===== src/rtl/col_drv_pkg.sv =====
package col_drv_pkg;
    typedef enum logic [1:0] {
        MODE_BLANK    = 2'd0,
        MODE_ALL_HIGH = 2'd1,
        MODE_FOLLOW   = 2'd2
    } drive_mode_e;
endpackage


===== src/rtl/cd_shift_chain.sv =====
module cd_shift_chain #(
    parameter int DEPTH = 16
) (
    input  logic             clk,
    input  logic             rst_n,
    input  logic             fwd,
    input  logic             din,
    output logic [DEPTH-1:0] q,
    output logic [DEPTH-1:0] q_next,
    output logic             tail
);
    always_comb begin
        if (fwd) q_next = {q[DEPTH-2:0], din};
        else     q_next = {din, q[DEPTH-1:1]};
    end

    always_ff @(posedge clk) begin
        if (!rst_n) q <= '0;
        else        q <= q_next;
    end

    assign tail = fwd ? q[DEPTH-1] : q[0];


    fwd_entry_chk: assert property (@(posedge clk) disable iff (!rst_n)
        (rst_n && fwd) |=> (q[0] == $past(din) && q[DEPTH-1:1] == $past(q[DEPTH-2:0])));

    rev_entry_chk: assert property (@(posedge clk) disable iff (!rst_n)
        (rst_n && !fwd) |=> (q[DEPTH-1] == $past(din) && q[DEPTH-2:0] == $past(q[DEPTH-1:1])));
endmodule


===== src/rtl/cd_line_latch.sv =====
module cd_line_latch #(
    parameter int NCOL = 96
) (
    input  logic            clk,
    input  logic            rst_n,
    input  logic            strobe,
    input  logic [NCOL-1:0] shift_q,
    input  logic [NCOL-1:0] shift_next,
    output logic [NCOL-1:0] line
);
    logic [NCOL-1:0] held_q;

    always_ff @(posedge clk) begin
        if (!rst_n)       held_q <= '0;
        else if (!strobe) held_q <= shift_next;
    end

    assign line = strobe ? held_q : shift_q;


    hold_stable_chk: assert property (@(posedge clk) disable iff (!rst_n)
        (rst_n && strobe) |=> (held_q == $past(held_q)));

    track_shift_chk: assert property (@(posedge clk) disable iff (!rst_n)
        (rst_n && !strobe) |=> (held_q == shift_q));
endmodule


===== src/rtl/cd_out_stage.sv =====
module cd_out_stage
    import col_drv_pkg::*;
#(
    parameter int NCOL = 96
) (
    input  logic            clk,
    input  logic            rst_n,
    input  logic            blank_n,
    input  logic            flood_n,
    input  logic [NCOL-1:0] line,
    output logic [NCOL-1:0] col_out
);
    drive_mode_e mode;

    always_comb begin
        if (!blank_n)      mode = MODE_BLANK;
        else if (!flood_n) mode = MODE_ALL_HIGH;
        else               mode = MODE_FOLLOW;
    end

    always_comb begin
        unique case (mode)
            MODE_BLANK:    col_out = '0;
            MODE_ALL_HIGH: col_out = '1;
            MODE_FOLLOW:   col_out = line;
            default:       col_out = '0;
        endcase
    end


    blank_low_chk: assert property (@(posedge clk) disable iff (!rst_n)
        !blank_n |-> (col_out == '0));

    flood_high_chk: assert property (@(posedge clk) disable iff (!rst_n)
        (blank_n && !flood_n) |-> (col_out == '1));

    follow_line_chk: assert property (@(posedge clk) disable iff (!rst_n)
        (blank_n && flood_n) |-> (col_out == line));
endmodule


===== src/rtl/col_driver_core.sv =====
module col_driver_core #(
    parameter int BUS_W = 6,
    parameter int DEPTH = 16
) (
    input  logic                   clk,
    input  logic                   rst_n,
    input  logic                   fwd,
    input  logic [BUS_W-1:0]       a_in,
    output logic [BUS_W-1:0]       a_out,
    output logic                   a_oe,
    input  logic [BUS_W-1:0]       b_in,
    output logic [BUS_W-1:0]       b_out,
    output logic                   b_oe,
    input  logic                   strobe,
    input  logic                   blank_n,
    input  logic                   flood_n,
    output logic [BUS_W*DEPTH-1:0] col_out
);
    localparam int NCOL = BUS_W * DEPTH;

    logic [BUS_W-1:0] din;
    logic [BUS_W-1:0] tail;
    logic [NCOL-1:0]  shift_q;
    logic [NCOL-1:0]  shift_next;
    logic [NCOL-1:0]  line;

    assign din = fwd ? a_in : b_in;

    for (genvar k = 0; k < BUS_W; k++) begin : g_chain
        logic [DEPTH-1:0] cq;
        logic [DEPTH-1:0] cn;
        cd_shift_chain #(.DEPTH(DEPTH)) u_chain (
            .clk(clk), .rst_n(rst_n), .fwd(fwd), .din(din[k]),
            .q(cq), .q_next(cn), .tail(tail[k])
        );
        for (genvar s = 0; s < DEPTH; s++) begin : g_col
            assign shift_q[s*BUS_W+k]    = cq[s];
            assign shift_next[s*BUS_W+k] = cn[s];
        end
    end

    assign a_oe  = ~fwd;
    assign b_oe  = fwd;
    assign a_out = fwd ? '0 : tail;
    assign b_out = fwd ? tail : '0;

    cd_line_latch #(.NCOL(NCOL)) u_latch (
        .clk(clk), .rst_n(rst_n), .strobe(strobe),
        .shift_q(shift_q), .shift_next(shift_next), .line(line)
    );

    cd_out_stage #(.NCOL(NCOL)) u_out (
        .clk(clk), .rst_n(rst_n), .blank_n(blank_n), .flood_n(flood_n),
        .line(line), .col_out(col_out)
    );


    oe_exclusive_chk: assert property (@(posedge clk) disable iff (!rst_n)
        !(a_oe && b_oe));

    cascade_fwd_chk: assert property (@(posedge clk) disable iff (!rst_n)
        b_oe |-> (b_out == shift_q[NCOL-1 -: BUS_W] && a_out == '0));

    cascade_rev_chk: assert property (@(posedge clk) disable iff (!rst_n)
        a_oe |-> (a_out == shift_q[BUS_W-1:0] && b_out == '0));
endmodule


===== config.mk =====
export PLATFORM = sky130hd
export DESIGN_NAME = col_driver_core
export DESIGN_NICKNAME = d
export VERILOG_FILES = /design/src/rtl/col_drv_pkg.sv /design/src/rtl/cd_shift_chain.sv /design/src/rtl/cd_line_latch.sv /design/src/rtl/cd_out_stage.sv /design/src/rtl/col_driver_core.sv
export SDC_FILE = /design/constraint.sdc
export NUM_CORES = 1
export LEC_CHECK = 0
export BUFFER_PORTS_ARGS = -buffer_cell sky130_fd_sc_hd__buf_2
export CAP_MARGIN = 20
export CELL_PAD_IN_SITES_DETAIL_PLACEMENT = 1
export CELL_PAD_IN_SITES_GLOBAL_PLACEMENT = 2
export CORE_ASPECT_RATIO = 0.5
export CORE_MARGIN = 4
export CORE_UTILIZATION = 33
export CTS_CLUSTER_SIZE = 28
export DETAILED_ROUTE_END_ITERATION = 16
export PLACE_DENSITY_LB_ADDON = 0.25
export SLEW_MARGIN = 20
export SYNTH_ARGS = -nofsm -noshare
export SYNTH_HDL_FRONTEND = slang
export SYNTH_SLANG_ARGS = --single-unit

===== constraint.sdc =====
create_clock -name clk -period 1.4 [get_ports clk]
set_clock_uncertainty 0.15 [all_clocks]
set_input_delay 0.35 -clock clk [delete_from_list [all_inputs] [get_ports clk]]
set_output_delay 0.35 -clock clk [all_outputs]
set_load 0.1 [all_outputs]

==> results of run 1 <==
-- worst min path at each step --
stage          cells after the start                       end  slack, ps
4_1_cts                            3  g_chain[5].u_chain.q[15]         10
2_1_floorplan                      2        u_latch.held_q[11]        340
3_5_place_dp                       2        u_latch.held_q[74]        350
3_3_place_gp                       2        u_latch.held_q[65]        350
6_report                           3  g_chain[5].u_chain.q[15]         40
5_1_grt                            3  g_chain[5].u_chain.q[15]         70
-- area by class of cell --
cell class / count / area [sq um] / share of cell area (%)
Clock buffer: 23 / 498 / 2.97
Sequential cell: 192 / 4130 / 24.6
Clock inverter: 9 / 176 / 1.05
Timing Repair Buffer: 342 / 4660 / 27.8
Tap cell: 352 / 440 / 2.63
Inverter: 3 / 17.5 / 0.104
Multi-Input combinational cell: 588 / 6840 / 40.8
-- per-stage QoR --
step	setup slack, ps	std cells	hold WS [ps]	area, sq um
6_report	-408	1509	35.1	16800
5_1_grt	-426	1509	67.4	16800
4_1_cts	-416	1480	11.9	16300
3_5_place_dp	-645	1416	352	13900
3_3_place_gp	-625	1416	346	13900
2_1_floorplan	-1280	868	336	10200
-- power by group --
group | internal (W) | leakage [nW] | switching [W]
Clock | 0.00341 | 0.329 | 0.00222
Combinational | 0.00194 | 5.06 | 0.00256
Sequential | 0.00563 | 1.65 | 0.000173
Total | 0.0110 | 7.04 | 0.00495
-- cells in the final DEF (no fill, tap or decap), types with 2 or more instances in the layout --
cell type   instances
dfxtp_4            20
o211a_1            27
a21boi_2            8
buf_16             10
buf_8               3
buf_12            134
buf_6              13
dfxtp_1             2
buf_4             159
and2_4              6
mux2i_4            85
a21boi_4           88
mux2i_2             8
bufinv_16           5
nor2b_4             6
bufbuf_16           3
mux2_4             27
clkbuf_16          23
clkbuf_8            5
and2_1             27
dfxtp_2           170
clkinvlp_4          2
clkinv_2            2
nand2b_1           27
mux2i_1            72
nor2b_1            69
buf_2              14
nor2_1             69
a211oi_1           69
-- worst min-delay path: stages --
cell and delay, ps:
buf_2 70, mux2i_1 80, nor2_1 90
-- sequential cells by signal, indices dropped and copies added (netlist names) --
signal,count
u_latch.held_q,96
g_chain.u_chain.q,96
-- repair_timing --
action                                  CTS  global route
endpoints found under the setup margin  110           109
setup buffers                            41            25
resized for setup                       389            41
gates cloned                              8             4
pin swaps                                51            37
endpoints found under the hold margin     0             0
-- layer usage --
layer	share of wire (%)	global-route usage [%]
met1	41	25.4
met2	55	40.3
met3	2.5	3.10
met4	1.2	5.25
met5	0	0
-- kinds of logic (layout without fill, tap and decap cells) --
group	after synthesis	in the layout	synth area share (%)
simple gates	204	204	12.2
compound gates	192	192	16.7
mux	192	192	22.8
flops	192	192	42.5
buf+inv	88	377	5.81
==> results.txt, run 1 <==
cell count after synthesis -> 868
max-slew violations -> 0
Synth Area per Inst -> 10.4 sq um
Hold Buf Count CTS -> 0
DRC -> 0
clk slew on worst S/H paths -> 70 ps
core area -> 26,700 sq um
post-layout minimum cycle time -> 1810 ps
synthesized area -> 9040 sq um
Synth area leaders -> dfxtp_1 (43%), mux2i_1 (18%), a21boi_1 (8.0%)
Vias/cell -> 5.08
Hold Path Class -> in2reg
initial antenna violation count -> 0
Routed Wire Length -> 33,300 um
max cap viols -> 0
Post-synth EDFFs -> 0
first-pass GRT wire length -> 50,600 um
CP required -> 900 ps
Placer Congestion -> 0.788
Pleak -> 7.04 nW
Final TNS setup -> -37,360 ps
WP data arrival -> 1310 ps
ys flop type -> dfxtp_1
# rows -> 42
Hold Path Origin -> b_in[5]
largest net degree at the start of global routing -> 59
yosys warns -> 0
post-synth cell types -> 17
RSZ-0062 raised after global routing -> yes
async set-or-reset flop fraction in the synthesized netlist -> 0%
Worst R2R End -> u_latch.held_q[84]
CTS max path bufs -> 2
slew margin rel. -> 76.9%
post-layout util -> 62.8%
Setup crit end kind -> output pin
slowest library cell on the worst path -> mux2i_4
startpoint types -> input pin
synth-to-layout area growth -> 85.5%
sequential fraction of the synthesis area -> 42.5%
remaining global-route overflow -> 0
peak supply drop -> 0.000843 V
crit-path cells -> clkbuf_16 > buf_16 > mux2i_4 > a21boi_4 > buf_12
Buf/Inv on CP -> 3
CP peak stage delay -> 210 ps
IO Port Bufs -> 127
worst slew pin tran -> 337 ps
Pwr Density -> 950 nW/um^2
most frequent cells after synthesis -> dfxtp_1 (192), mux2i_1 (165), a21boi_1 (96), nor2b_1 (75)
Pwr Total -> 0.0159 W
Syn Nets -> 886
H-tree depth -> 4
Antenna Nets Post-Route -> 0
CP Class -> in2out
Starting Density -> 33.9%
Chip Height -> 125 um
fillers -> 2,480
Antenna Cells -> 0
GRT Total Usage -> 21.2%
reg2reg setup slack -> 0 ps
die footprint -> 30,300 sq um
Crit path max-delay family -> buffers and inverters
final hold vios -> 0
failing checks -> setup timing
final setup margin -> -408 ps
I/O pin count -> 128
via count -> 7,662
worst reg-to-reg path cell count -> 5
worst r2r src -> g_chain[0].u_chain.q[15]
CP max FO -> 9
Worst Setup SP -> strobe
vias in the first global route -> 8,668
status -> finished with violations
Synth top area share -> 42.5%
nets@finish -> 1,162
CTS Root Cell -> clkbuf_16
layout cells sized above 1 -> 68.6%
CTS sink count -> 192
detailed placer's ending HPWL -> 20,100 um
period utilisation layout -> 129%
clk_lat worst skew -> 440 ps
Max Freq -> 0.553 GHz
cell accounting for the most synthesized area -> dfxtp_1
CTS buffer count -> 17
drt pass-1 iters -> 4
routed len/inst -> 22.1 um
setup violators final -> 109
DR iter-0 viols -> 341
most frequent cell after synthesis -> dfxtp_1
CTS tree -> built
Levels on crit path -> 5
Die Width -> 242 um
flops & latches, synth -> 192
Worst setup endpoint -> col_out[15]
(Power assumes the default switching activity.)
==> inputs of run 2 (changes only) <==
--- a/config.mk
+++ b/config.mk
@@ -7,12 +7,9 @@
 export LEC_CHECK = 0
 export BUFFER_PORTS_ARGS = -buffer_cell sky130_fd_sc_hd__buf_2
 export CAP_MARGIN = 20
-export CELL_PAD_IN_SITES_DETAIL_PLACEMENT = 1
-export CELL_PAD_IN_SITES_GLOBAL_PLACEMENT = 2
 export CORE_ASPECT_RATIO = 0.5
 export CORE_MARGIN = 4
-export CORE_UTILIZATION = 33
-export CTS_CLUSTER_SIZE = 28
+export CORE_UTILIZATION = 52
 export DETAILED_ROUTE_END_ITERATION = 16
 export PLACE_DENSITY_LB_ADDON = 0.25
 export SLEW_MARGIN = 20
==> results.txt, run 2 <==
status -> did not finish
Stopped at -> global routing
Error -> [ERROR DPL-0038] Utilization greater than 100%, impossible to legalize
Chip Height -> 101 um (-19%)
yosys warns -> 0 (unchanged)
CTS buffer count -> 17 (unchanged)
flops & latches, synth -> 192 (unchanged)
Synth area leaders -> dfxtp_1 (43%), mux2i_1 (18%), a21boi_1 (8.0%)
# rows -> 33 (-21%)
I/O pin count -> 128 (unchanged)
Hold Buf Count CTS -> 0 (unchanged)
ys flop type -> dfxtp_1
Worst EP Category -> primary output
post-synth cell types -> 17 (unchanged)
most frequent cells after synthesis -> dfxtp_1 (192), mux2i_1 (165), a21boi_1 (96), nor2b_1 (75)
CTS Root Cell -> clkbuf_16
largest net degree at the start of global routing -> 54
Synth top area share -> 42.5% (unchanged)
detailed placer's ending HPWL -> 18,000 um (-11%)
Placer Congestion -> 0.797 (+1.2%)
most frequent cell after synthesis -> dfxtp_1
Die Width -> 194 um (-20%)
Post-synth EDFFs -> 0 (unchanged)
H-tree depth -> 4 (unchanged)
placed cell area -> 13,500 sq um (-2.9%)
IO Port Bufs -> 127 (unchanged)
placed cell count -> 1,262 (-11%)
synthesized area -> 9040 sq um (unchanged)
sequential fraction of the synthesis area -> 42.5% (unchanged)
CTS max path bufs -> 2 (unchanged)
CTS sink count -> 192 (unchanged)
async set-or-reset flop fraction in the synthesized netlist -> 0% (unchanged)
Synth Area per Inst -> 10.4 sq um (unchanged)
Syn Nets -> 886 (unchanged)
cell accounting for the most synthesized area -> dfxtp_1
worst endpoint after global-route timing repair -> col_out[89]
cell count after synthesis -> 868 (unchanged)
Starting Density -> 54.1% (+20 points)
[run 2: metrics by stage]
| stage | hold slack, ps | setup WS, ps |
|---|---|---|
| 2_1_floorplan | 336 | -1280 |
| 3_5_place_dp | 350 | -589 |
| 3_3_place_gp | 345 | -525 |
| 4_1_cts | 34.8 | -444 |
[run 2: timing repair]
| item | in CTS |
|---|---|
| pin swaps | 41 |
| hold endpoints to repair | 0 |
| resized for setup | 327 |
| setup endpoints to repair | 109 |
| setup buffers | 45 |
| gates cloned | 17 |
[run 2: cells by family after synthesis]
logic type             count (synthesis)  share of synthesized area [%]
muxes                                192                           22.8
DFF                                  192                           42.5
AOI/OAI and AO/OA                    192                           16.7
buffers and inverters                 88                           5.81
and+or+nand+nor                      204                           12.2
==> inputs of run 3 (changes only) <==
--- a/config.mk
+++ b/config.mk
@@ -7,11 +7,10 @@
 export LEC_CHECK = 0
 export BUFFER_PORTS_ARGS = -buffer_cell sky130_fd_sc_hd__buf_2
 export CAP_MARGIN = 20
-export CORE_ASPECT_RATIO = 0.5
 export CORE_MARGIN = 4
-export CORE_UTILIZATION = 52
+export CORE_UTILIZATION = 40
 export DETAILED_ROUTE_END_ITERATION = 16
-export PLACE_DENSITY_LB_ADDON = 0.25
+export PLACE_DENSITY_LB_ADDON = 0.15
 export SLEW_MARGIN = 20
 export SYNTH_ARGS = -nofsm -noshare
 export SYNTH_HDL_FRONTEND = slang
==> constraint.sdc (replaced) <==
create_clock -name clk -period 1.8 [get_ports clk]
set_clock_uncertainty 0.15 [all_clocks]
set_input_delay 0.45 -clock clk [delete_from_list [all_inputs] [get_ports clk]]
set_output_delay 0.45 -clock clk [all_outputs]
set_load 0.1 [all_outputs]
==> results.txt, run 3 (synthesis results as in run 1) <==
synth-to-layout area growth -> 73.4%
Chip Height -> 158 um (+56%)
peak supply drop -> 0.000686 V
Antenna Nets Post-Route -> 0
CTS max path bufs -> 2 (unchanged)
H-tree depth -> 4 (unchanged)
post-layout minimum cycle time -> 1980 ps
Top Registers -> g_chain.u_chain.q: 96 flops, u_latch.held_q: 96 flops
max cap viols -> 0
clk slew on worst S/H paths -> 70 ps
period utilisation layout -> 110%
Clock power frac -> 31.7%
CTS tree -> built
Pwr Total -> 0.0117 W
startpoint types -> input pin
setup violators final -> 96
Routed Wire Length -> 27,400 um
largest net degree at the start of global routing -> 63
final hold vios -> 0
Placer Congestion -> 0.765 (-4.1%)
GRT Total Usage -> 21.7%
vias in the first global route -> 7,418
CTS buffer count -> 17 (unchanged)
detailed placer's ending HPWL -> 16,500 um (-8.3%)
failing checks -> setup timing
Switching Share -> 32.5%
Final TNS setup -> -11,130 ps
first-pass GRT wire length -> 42,600 um
worst slew pin tran -> 331 ps
status -> finished with violations
I/O pin count -> 128 (unchanged)
Hold Buf Count CTS -> 0 (unchanged)
DR iter-0 viols -> 374
max-slew violations -> 0
Die Width -> 158 um (-19%)
slew margin rel. -> 78.0%
Net Sw Power -> 0.00379 W
core area -> 22,000 sq um
Pwr Density -> 743 nW/um^2
Comb power frac -> 29.7%
most common cell after layout, fill and taps aside -> buf_12
RSZ-0062 raised after global routing -> yes
Max Freq -> 0.504 GHz
dpl ws -> -450 ps (+139 ps)
Sequential Power Share -> 38.6%
CTS sink count -> 192 (unchanged)
CP Class -> in2out
IO Port Bufs -> 127 (unchanged)
final setup margin -> -183 ps
Pleak -> 6.52 nW
CP required -> 1200 ps
drt pass-1 iters -> 5
Antenna Cells -> 0
die footprint -> 25,100 sq um
nets@finish -> 1,071
DRC -> 0
clk_lat worst skew -> 430 ps
most frequent cells in the layout -> buf_12 (136), dfxtp_1 (101), a21boi_4 (90), dfxtp_2 (88), mux2i_1 (74)
remaining global-route overflow -> 0
via count -> 7,224
routed len/inst -> 20.4 um
placed cell count -> 1,288 (+2.1%)
Starting Density -> 41.0% (-13 points)
Cell Int Power -> 0.00786 W
CP max FO -> 6
Post-Layout Cell Count -> 1,346
# rows -> 54 (+64%)
layout cells sized above 1 -> 56.4%
WP data arrival -> 1380 ps
Vias/cell -> 5.37
initial antenna violation count -> 0
Hold Path Class -> in2reg
Setup crit end kind -> output pin
CTS Root Cell -> clkbuf_16
run 3: final cells by class:
cell class | instances | area, sq um
Clock inverter | 14 | 128
Clock buffer | 18 | 439
Sequential cell | 192 | 3970
Multi-Input combinational cell | 588 | 6570
Tap cell | 280 | 350
Inverter | 3 | 17.5
Fill cell | 1417 | 6350
Timing Repair Buffer | 251 | 4210
run 3: critical path, stage by stage:
cell       delay [ps]
clkbuf_16         160
buf_12            150
mux2i_2           150
a21boi_2          160
buf_4             140
buf_12            160
run 3: path summary, 6_finish.rpt:
kind / startpoint / endpoint / slack [ps] / cells past startpoint
setup / recovery: strobe / col_out[89] / -180 / 6
hold / removal: a_in[2] / g_chain[2].u_chain.q[0] / 150 / 3
setup reg to reg: g_chain[0].u_chain.q[4] / u_latch.held_q[18] / 620 / 3
hold reg to reg: u_latch.held_q[3] / u_latch.held_q[3] / 380 / 2
run 3: power groups by stage:
stage,Combinational (W),Clock (W),Sequential [W]
floorplan,0.00209,0,0.00453
global placement,0.00301,0,0.00455
detailed placement,0.00302,0,0.00455
CTS,0.00338,0.00373,0.00448
global route,0.00358,0.00392,0.00451
finish,0.00346,0.00369,0.00450
run 3: metrics by stage:
| step | utilization, % | hold slack (ps) | area, sq um |
|---|---|---|---|
| detailed placement | 60.0 | 350 | 13200 |
| global route | 71.2 | 161 | 15700 |
| floorplan | - | 336 | 10200 |
| global placement | 60.0 | 344 | 13200 |
| CTS | 69.4 | 131 | 15300 |
| finish | 71.2 | 154 | 15700 |
run 3: routing by layer:
layer | up-vias | track usage, % | share of wire (%)
met5 | - | 0 | 0
met4 | 0 | 6.46 | 1.8
met3 | 38 | 3.32 | 3.8
met2 | 164 | 35.3 | 48
met1 | 3555 | 30.0 | 46
li1 | 3467 | - | -
run 3: repair_timing:
action,4_1_cts,5_1_grt
setup endpoints to repair,97,97
pin swaps,24,23
resized for setup,238,79
cloned,18,6
endpoints found under the hold margin,0,0
buffers inserted,24,4
==> inputs of run 4 (changes only) <==
--- a/config.mk
+++ b/config.mk
@@ -7,10 +7,13 @@
 export LEC_CHECK = 0
 export BUFFER_PORTS_ARGS = -buffer_cell sky130_fd_sc_hd__buf_2
 export CAP_MARGIN = 20
+export CELL_PAD_IN_SITES_DETAIL_PLACEMENT = 2
+export CELL_PAD_IN_SITES_GLOBAL_PLACEMENT = 2
 export CORE_MARGIN = 4
-export CORE_UTILIZATION = 40
+export CORE_UTILIZATION = 37
 export DETAILED_ROUTE_END_ITERATION = 16
 export PLACE_DENSITY_LB_ADDON = 0.15
+export SKIP_LAST_GASP = 1
 export SLEW_MARGIN = 20
 export SYNTH_ARGS = -nofsm -noshare
 export SYNTH_HDL_FRONTEND = slang
==> results.txt, run 4 <==
# rows -> 56 (+3.7%)
async set-or-reset flop fraction in the synthesized netlist -> 0% (unchanged)
flops & latches, synth -> 192 (unchanged)
Synth Area per Inst -> 10.4 sq um (unchanged)
yosys warns -> 0 (unchanged)
H-tree depth -> 4 (unchanged)
CTS buffer count -> 17 (unchanged)
Starting Density -> 38.1% (-3.0 points)
post-CTS setup buffers -> 31 (+29%)
Hold Buf Count CTS -> 0 (unchanged)
Placer Congestion -> 0.809 (+5.8%)
Chip Height -> 164 um (+3.8%)
I/O pin count -> 128 (unchanged)
Die Width -> 164 um (+3.8%)
sequential fraction of the synthesis area -> 42.5% (unchanged)
Synth top area share -> 42.5% (unchanged)
status -> did not finish
most frequent cells after synthesis -> dfxtp_1 (192), mux2i_1 (165), a21boi_1 (96), nor2b_1 (75)
Post-synth EDFFs -> 0 (unchanged)
Gates resized, CTS repair -> 263 (+11%)
cell accounting for the most synthesized area -> dfxtp_1
cell count after synthesis -> 868 (unchanged)
synthesized area -> 9040 sq um (unchanged)
CTS sink count -> 192 (unchanged)
ys flop type -> dfxtp_1
Synth area leaders -> dfxtp_1 (43%), mux2i_1 (18%), a21boi_1 (8.0%)
Syn Nets -> 886 (unchanged)
Error -> [ERROR DPL-0033] detailed placement checks failed during check placement.
Stopped at -> clock tree synthesis
CTS Root Cell -> clkbuf_16
CTS max path bufs -> 2 (unchanged)
IO Port Bufs -> 127 (unchanged)
most frequent cell after synthesis -> dfxtp_1
post-synth cell types -> 17 (unchanged)
detailed placer's ending HPWL -> 23,400 um (+42%)
## run 4: kinds of logic after synthesis
group	Yosys count	synth area share, %
buffers and inverters	88	5.81
AND/OR/NAND/NOR	204	12.2
AO/OA/AOI/OAI	192	16.7
flip-flops	192	42.5
multiplexers	192	22.8
## run 4: per-stage QoR
| step | cells | hold slack [ps] | setup slack (ps) | cell area (sq um) |
|---|---|---|---|---|
| detailed placement | 1309 | 361 | -493 | 13200 |
| global placement | 1309 | 347 | -402 | 13200 |
| floorplan | 868 | 336 | -1080 | 10200 |
